===== src/rtl/csel_pkg.sv =====
// Shared definitions for the chip-select decoder.
// Assumes: nothing beyond IEEE 1800-2017 packages.
package csel_pkg;

    // Register code carried on cfg_sel.
    typedef enum logic [1:0] {
        CFG_BASE   = 2'd0,
        CFG_MASK   = 2'd1,
        CFG_ENABLE = 2'd2,
        CFG_RSVD   = 2'd3
    } cfg_sel_e;

endpackage


===== src/rtl/csel_cfg_bank.sv =====
// Per-region configuration storage: base, mask and enable for every region.
// Assumes: writes outside the region range or with the reserved code are
// dropped; everything clears on synchronous active-low reset.
module csel_cfg_bank
    import csel_pkg::*;
#(
    parameter int N_REGION = 6,
    parameter int ADDR_W   = 26,
    parameter int IDX_W    = 3
) (
    input  logic                             clk,
    input  logic                             rst_n,
    input  logic                             we,
    input  logic [IDX_W-1:0]                 idx,
    input  cfg_sel_e                         sel,
    input  logic [ADDR_W-1:0]                wdata,
    output logic [N_REGION-1:0][ADDR_W-1:0]  base_o,
    output logic [N_REGION-1:0][ADDR_W-1:0]  mask_o,
    output logic [N_REGION-1:0]              en_o
);

    genvar r;
    generate
        for (r = 0; r < N_REGION; r++) begin : g_region
            logic hit_idx;

            // Decide whether the current write addresses this region.
            always_comb begin
                hit_idx = we && (idx == IDX_W'(r));
            end

            // Hold this region's base, mask and enable.
            always_ff @(posedge clk) begin
                if (!rst_n) begin
                    base_o[r] <= '0;
                    mask_o[r] <= '0;
                    en_o[r]   <= 1'b0;
                end else if (hit_idx) begin
                    case (sel)
                        CFG_BASE:   base_o[r] <= wdata;
                        CFG_MASK:   mask_o[r] <= wdata;
                        CFG_ENABLE: en_o[r]   <= wdata[0];
                        default:    ;
                    endcase
                end
            end
        end
    endgenerate

endmodule


===== src/rtl/csel_match.sv =====
// Parallel masked comparison of one address against every region.
// Assumes: a region only reports a hit while enabled; mask bit 1 means the
// address bit takes part, mask bit 0 means it is ignored.
module csel_match #(
    parameter int N_REGION = 6,
    parameter int ADDR_W   = 26
) (
    input  logic [ADDR_W-1:0]                addr,
    input  logic [N_REGION-1:0][ADDR_W-1:0]  base_i,
    input  logic [N_REGION-1:0][ADDR_W-1:0]  mask_i,
    input  logic [N_REGION-1:0]              en_i,
    output logic [N_REGION-1:0]              hit_o
);

    genvar r;
    generate
        for (r = 0; r < N_REGION; r++) begin : g_cmp
            logic [ADDR_W-1:0] diff;

            // Flag participating bits that disagree with the base.
            always_comb begin
                diff     = (addr ^ base_i[r]) & mask_i[r];
                hit_o[r] = en_i[r] && (diff == '0);
            end
        end
    endgenerate

endmodule


===== src/rtl/csel_pick.sv =====
// Fixed-priority selector: keeps the lowest-indexed hit, drops the rest.
// Assumes: index 0 has the highest priority.
module csel_pick #(
    parameter int N_REGION = 6
) (
    input  logic [N_REGION-1:0] hit_i,
    output logic [N_REGION-1:0] grant_o,
    output logic                any_o
);

    // Scan upward and grant the first set bit found.
    always_comb begin
        logic taken;
        taken   = 1'b0;
        grant_o = '0;
        for (int i = 0; i < N_REGION; i++) begin
            if (hit_i[i] && !taken) begin
                grant_o[i] = 1'b1;
                taken      = 1'b1;
            end
        end
        any_o = taken;
    end

endmodule


===== src/rtl/csel_decoder.sv =====
// Top level: configurable base/mask chip-select decoder with registered
// one-hot selects and a no-match flag.
// Assumes: synchronous active-low reset; cs updates only on valid cycles;
// configuration written at an edge applies to decodes from the next edge.
module csel_decoder
    import csel_pkg::*;
#(
    parameter int N_REGION = 6,
    parameter int ADDR_W   = 26,
    parameter int IDX_W    = (N_REGION > 1) ? $clog2(N_REGION) : 1
) (
    input  logic                clk,
    input  logic                rst_n,
    input  logic                cfg_we,
    input  logic [IDX_W-1:0]    cfg_idx,
    input  logic [1:0]          cfg_sel,
    input  logic [ADDR_W-1:0]   cfg_wdata,
    input  logic                addr_valid,
    input  logic [ADDR_W-1:0]   addr,
    output logic [N_REGION-1:0] cs,
    output logic                no_match
);

    logic [N_REGION-1:0][ADDR_W-1:0] base_w;
    logic [N_REGION-1:0][ADDR_W-1:0] mask_w;
    logic [N_REGION-1:0]             en_w;
    logic [N_REGION-1:0]             hit_w;
    logic [N_REGION-1:0]             grant_w;
    logic                            any_w;
    cfg_sel_e                        sel_w;

    // Map the raw register code onto the shared enum.
    always_comb begin
        sel_w = cfg_sel_e'(cfg_sel);
    end

    csel_cfg_bank #(
        .N_REGION (N_REGION),
        .ADDR_W   (ADDR_W),
        .IDX_W    (IDX_W)
    ) u_bank (
        .clk    (clk),
        .rst_n  (rst_n),
        .we     (cfg_we),
        .idx    (cfg_idx),
        .sel    (sel_w),
        .wdata  (cfg_wdata),
        .base_o (base_w),
        .mask_o (mask_w),
        .en_o   (en_w)
    );

    csel_match #(
        .N_REGION (N_REGION),
        .ADDR_W   (ADDR_W)
    ) u_match (
        .addr   (addr),
        .base_i (base_w),
        .mask_i (mask_w),
        .en_i   (en_w),
        .hit_o  (hit_w)
    );

    csel_pick #(
        .N_REGION (N_REGION)
    ) u_pick (
        .hit_i   (hit_w),
        .grant_o (grant_w),
        .any_o   (any_w)
    );

    // Register the selects on valid cycles and the miss flag every cycle.
    always_ff @(posedge clk) begin
        if (!rst_n) begin
            cs       <= '0;
            no_match <= 1'b0;
        end else begin
            no_match <= addr_valid && !any_w;
            if (addr_valid) begin
                cs <= grant_w;
            end
        end
    end

endmodule


===== config.mk =====
export PLATFORM = sky130hd
export DESIGN_NAME = csel_decoder
export DESIGN_NICKNAME = d
export VERILOG_FILES = /design/src/rtl/csel_pkg.sv /design/src/rtl/csel_cfg_bank.sv /design/src/rtl/csel_match.sv /design/src/rtl/csel_pick.sv /design/src/rtl/csel_decoder.sv
export SDC_FILE = /design/constraint.sdc
export NUM_CORES = 1
export LEC_CHECK = 0
export ABC_AREA = 1
export BUFFER_PORTS_ARGS = -buffer_cell sky130_fd_sc_hd__clkbuf_2
export CAP_MARGIN = 20
export CORE_MARGIN = 3
export CORE_UTILIZATION = 55
export DETAILED_ROUTE_END_ITERATION = 8
export PLACE_DENSITY = 0.75
export REMOVE_ABC_BUFFERS = 1
export SETUP_SLACK_MARGIN = 0.5
export SLEW_MARGIN = 0
export SYNTH_ARGS = -nofsm -noshare
export SYNTH_HDL_FRONTEND = slang
export SYNTH_SLANG_ARGS = --single-unit

===== constraint.sdc =====
create_clock -name clk -period 1.6 [get_ports clk]
set_input_delay 0.48 -clock clk [delete_from_list [all_inputs] [get_ports clk]]
set_output_delay 0.48 -clock clk [all_outputs]
set_load 0.02 [all_outputs]

==> results of run 1 <==
-- routing by layer --
| metal | global-route usage [%] | overflow |
|---|---|---|
| met1 | 78.6 | 0 |
| met2 | 91.7 | 59 |
| met3 | 67.1 | 3 |
| met4 | 76.3 | 37 |
| met5 | 38.1 | 1 |
-- kinds of logic after synthesis --
| family | count (synthesis) | synth area share [%] |
|---|---|---|
| AND/OR/NAND/NOR | 936 | 26.9 |
| XOR/XNOR | 3 | 0.182 |
| buffers and inverters | 358 | 9.73 |
| flip-flops | 325 | 45.2 |
| AO/OA/AOI/OAI | 518 | 18.0 |
-- metrics by stage --
stage | cells | utilization, %
after floorplan | 2001 | -
after global placement | 2525 | 62.0
after detailed placement | 2525 | 62.0
after CTS | 2710 | 84.6
-- repair_timing --
action / 4_1_cts
resized for setup: 848
pin swaps: 157
buffers inserted: 63
cloned: 59
setup endpoints to repair: 303
hold buffers: 0
==> summary.txt, run 1 <==
Status
  – Outcome: did not finish
  – Fail Step: global routing
  – Error: [ERROR GRT-0232] Routing congestion too high. Check the congestion heatmap in the GUI.

CTS
  – CTS buffer count: 36
  – H-tree Lvls: 2
  – Root Buffer: clkbuf_16
  – Longest Clk Path Bufs: 3
  – Clock sink count: 325

Placement
  – Final GP Congestion: 0.938
  – Final HPWL DP: 29700 um
  – IO buf count: 67
  – Placed inst area: 15800 sq um
  – Post-Place Setup Slack: -0.371 ns

Floorplan
  – Die W: 168 um
  – Die height: 168 um
  – Num rows: 58
  – I/O pins: 68
  – Initial Util: 56.6%

Logic synthesis
  – Synth Flop Type: dfxtp_1
  – Gate Count Post-Synth: 2140
  – Register area share after synthesis: 45.2%
  – Share of the synthesized area in the top cell type: 45.2%
  – Yosys top cell by area: dfxtp_1
  – Area contributors post-synth: dfxtp_1 45%, nand2_1 13%, a21oi_1 9.5%
  – Post-synthesis cell type count: 25
  – Synthesized area per cell: 6.73 sq um
  – Most common library cells after synthesis: 500 x nand2_1, 325 x dfxtp_1, 274 x a21oi_1
  – Count leader, synth: nand2_1
  – Ys Warns: 0
  – Cell area after synthesis: 14400 sq um
  – FFs w/ async S/R, synth: 0%
  – #FFs+latches synth: 325
  – Number of synthesized flops with an enable pin: 0

GRT
  – Pin count of the biggest net entering global routing: 91
  – GRT Util Overall: 78.4%
  – Overflow after GRT: 100

Timing
  – Worst Endpoint after GRT Repair: cs[2]$_SDFFE_PN0P_/D
  – WEP type: sequential cell input
==> run 2, diff against run 1 <==
--- a/config.mk
+++ b/config.mk
@@ -9,11 +9,10 @@
 export BUFFER_PORTS_ARGS = -buffer_cell sky130_fd_sc_hd__clkbuf_2
 export CAP_MARGIN = 20
 export CORE_MARGIN = 3
-export CORE_UTILIZATION = 55
+export CORE_UTILIZATION = 40
 export DETAILED_ROUTE_END_ITERATION = 8
-export PLACE_DENSITY = 0.75
+export PLACE_DENSITY_LB_ADDON = 0.15
 export REMOVE_ABC_BUFFERS = 1
-export SETUP_SLACK_MARGIN = 0.5
 export SLEW_MARGIN = 0
 export SYNTH_ARGS = -nofsm -noshare
 export SYNTH_HDL_FRONTEND = slang
==> constraint.sdc (replaced) <==
create_clock -name clk -period 2.1 [get_ports clk]
set_input_delay 0.63 -clock clk [delete_from_list [all_inputs] [get_ports clk]]
set_output_delay 0.63 -clock clk [all_outputs]
set_load 0.02 [all_outputs]
==> run 2 against run 1 <==
The run now ends clean. Area after synthesis unchanged. Synthesized cell count unchanged.
==> summary.txt, run 2 <==
Finish
  – Final Util: 48.4%
  – Layout net count: 2265
  – Final instance count without filler cells: 2688
  – Largest regs: u_bank.base_o: 156 flops, u_bank.mask_o: 156 flops
  – Layout cells sized above 1: 11.0%
  – Most frequent cells in the layout: 496 x nand2_1, 325 x dfxtp_1, 274 x a21oi_1, 237 x nand3_1, 232 x o21ai_0
  – Final Cell Area: 17000 sq um
  – # diodes: 0
  – Register area: 6510 sq um
  – Commonest non-fill, non-tap cell in the layout: nand2_1
  – Area of the multi-input gates: 6540 sq um
  – Fill cells: 3523
  – Layout area overhead: 17.8%

Logic synthesis
  – Number of synthesized flops with an enable pin: 0 (unchanged)
  – Post-Synth XOR/XNOR Area: 0.182% (unchanged)
  – Synth Area in Compound Gates: 18.0% (unchanged)
  – Yosys top cell by area: dfxtp_1
  – #FFs+latches synth: 325 (unchanged)
  – Post-synthesis cell type count: 25 (unchanged)
  – Synth Flop Type: dfxtp_1
  – Count leader, synth: nand2_1
  – Ys Warns: 0 (unchanged)
  – Most common library cells after synthesis: 500 x nand2_1, 325 x dfxtp_1, 274 x a21oi_1
  – Mux share of post-synthesis cell area: 0% (unchanged)
  – Gate Count Post-Synth: 2140 (unchanged)
  – FFs w/ async S/R, synth: 0% (unchanged)
  – Cell area after synthesis: 14400 sq um (unchanged)
  – Area share of and/or/nand/nor cells after synthesis: 26.9% (unchanged)
  – Area contributors post-synth: dfxtp_1 45%, nand2_1 13%, a21oi_1 9.5%
  – Largest family of logic cells by synthesized area: simple AND/OR/NAND/NOR gates
  – Register area share after synthesis: 45.2% (unchanged)
  – Share of the synthesized area in the top cell type: 45.2% (unchanged)
  – Synth Area in Adders: 0% (unchanged)
  – Synthesized area per cell: 6.73 sq um (unchanged)

Timing
  – # setup viols final: 0
  – Fmax: 0.559 GHz
  – Final WS setup: 0.311 ns
  – Sum of negative setup slack: 0 ns
  – Period utilisation layout: 85.2%
  – Endpoints failing hold: 0
  – RSZ-0062 raised after global routing: false
  – Min Clock Period, post-route: 1.79 ns
  – Final Skew: 0.0125 ns
  – Slew HR: 62.4%
  – Worst-Margin Slew: 0.564 ns
  – Fin. max-slew vios: 0
  – Hold slack: 0.418 ns

GRT
  – First-pass GRT wire length: 73900 um
  – GRT met3 Usage: 2.89%
  – Met1 usage: 34.4%
  – GR Layer Usage met2: 38.3%
  – Pin count of the biggest net entering global routing: 94
  – Busiest grt layer: met2
  – Overflow after GRT: 0
  – Vias in the first global route: 13100
  – GRT Util Overall: 24.0%
  – Initial antenna violation count: 0

Placement
  – Placed cells: 2620 (+3.8%)
  – Post-Place Setup Slack: -0.138 ns (+0.234 ns)
  – IO buf count: 67 (unchanged)
  – Final HPWL DP: 31400 um (+5.9%)
  – Placed inst area: 15700 sq um (-0.65%)
  – Final GP Congestion: 0.848 (-9.6%)

Route
  – 1st-iter DRT viols: 1069
  – Vias: 13900
  – DRT Pass-1 Iters: 6
  – DR WL/cell: 17.3 um
  – Drt drc: 0
  – ANT nets after route: 0
  – Via-to-Cell Ratio: 5.17
  – Routed wire length: 46500 um

Setup path
  – Slowest stage delay, CP: 0.43 ns
  – Crit path DAT: 1.16 ns
  – Worst path bufs/invs: 1
  – Data required, critical path: 1.47 ns
  – Worst reg2reg setup slack: 0.47 ns
  – Worst R2R Path Depth: 12
  – Worst r2r src: u_bank.base_o[51]$_SDFFE_PN0P_
  – Max Fanout on Critical Path: 2
  – CP Capture Type: primary output
  – Worst r2r dst: cs[5]$_SDFFE_PN0P_
  – Critical path class: register to primary output
  – Critical path launch point type: register
  – Slowest-stage cell, CP: dfxtp_1
  – Crit-path cells: clkbuf_2
  – Cell family with most CP delay: flip-flops

CTS
  – Longest Clk Path Bufs: 3 (unchanged)
  – Clock sink count: 325 (unchanged)
  – Clock latency on the worst-skew pair: 0.52 ns
  – CTS tree: built
  – CTS Hold Bufs: 0 (unchanged)
  – Post CTS Setup Buffer Count: 0 (-100%)
  – CTS buffer count: 37 (+2.8%)
  – Cts repair resizes: 0 (-100%)
  – H-tree Lvls: 2 (unchanged)
  – Clk slew on worst S/H paths: 0.06 ns
  – Root Buffer: clkbuf_16

Min path
  – Worst Hold Launch: addr_valid
  – HP Class: input pin to register
  – Hold Crit Depth: 2
  – Hold Path End: cs[0]$_SDFFE_PN0P_

Pwr
  – Peak VDD IR: 0.000589 V
  – Power Total: 14.0 mW
  – Leakage: 6.83 nW
  – Sequential Power Share: 44.9%
  – Switching Fraction: 23.4%
  – Logic pwr share: 6.5%
  – Power Internal: 10.7 mW
  – P per Cell Area: 823 nW/um^2
  – Clock share of power: 48.6%
  – Switching power: 3.26 mW

Floorplan
  – Initial Util: 41.1% (-15 points)
  – Die height: 196 um (+17%)
  – I/O pins: 68 (unchanged)
  – CORE AREA: 35100 sq um
  – Full die area: 38300 sq um
  – Die W: 196 um (+17%)
  – Num rows: 68 (+17%)

Flow run
  – Max-cap viol count: 0

Status
  – Outcome: completed
[run 2: cell counts after synthesis]
Identical to the previous run, type by type.
[run 2: worst max path at each step]
| stage | from | slack (ns) | depth (start not counted) | to |
|---|---|---|---|---|
| 6_report | cs[4]$_SDFFE_PN0P_ | 0.31 | 1 | cs[4] |
| 5_1_grt | addr[17] | 0.14 | 14 | cs[5]$_SDFFE_PN0P_ |
| 4_1_cts | cs[4]$_SDFFE_PN0P_ | 0.32 | 1 | cs[4] |
| 3_5_place_dp | addr[17] | -0.14 | 14 | cs[5]$_SDFFE_PN0P_ |
| 3_3_place_gp | addr[17] | -0.16 | 14 | cs[5]$_SDFFE_PN0P_ |
| 2_1_floorplan | cfg_sel[0] | -2.08 | 5 | u_bank.mask_o[104]$_SDFFE_PN0P_ |
[run 2: area by class of cell]
cell class	instances	area share (%)
clock buffers	55	6.57
clock inverters	13	1.01
inverters	219	4.84
multi-input cells	1457	38.5
flip-flops and latches	325	38.3
well taps	455	3.35
repair buffers	164	7.41
[run 2: cell families (layout without fill, tap and decap cells)]
family	Yosys count	count (layout)
compound gates	518	518
xor+xnor	3	3
buf+inv	358	451
flops	325	325
simple gates	936	936
[run 2: power groups by stage]
stage	Combinational [mW]	Clock, mW	Sequential (mW)
2_1_floorplan	0.378	0	6.40
3_3_place_gp	0.893	0	6.41
3_5_place_dp	0.905	0	6.41
4_1_cts	0.909	6.90	6.27
5_1_grt	1.02	7.18	6.28
6_report	0.910	6.78	6.27
[run 2: metal layers]
layer | up-vias | wire (um)
met5 | - | 0
met4 | 0 | 1180
met3 | 70 | 2550
met2 | 366 | 21200
met1 | 6430 | 21500
li1 | 7034 | -
No activity file was read; power rests on OpenSTA's default activity.
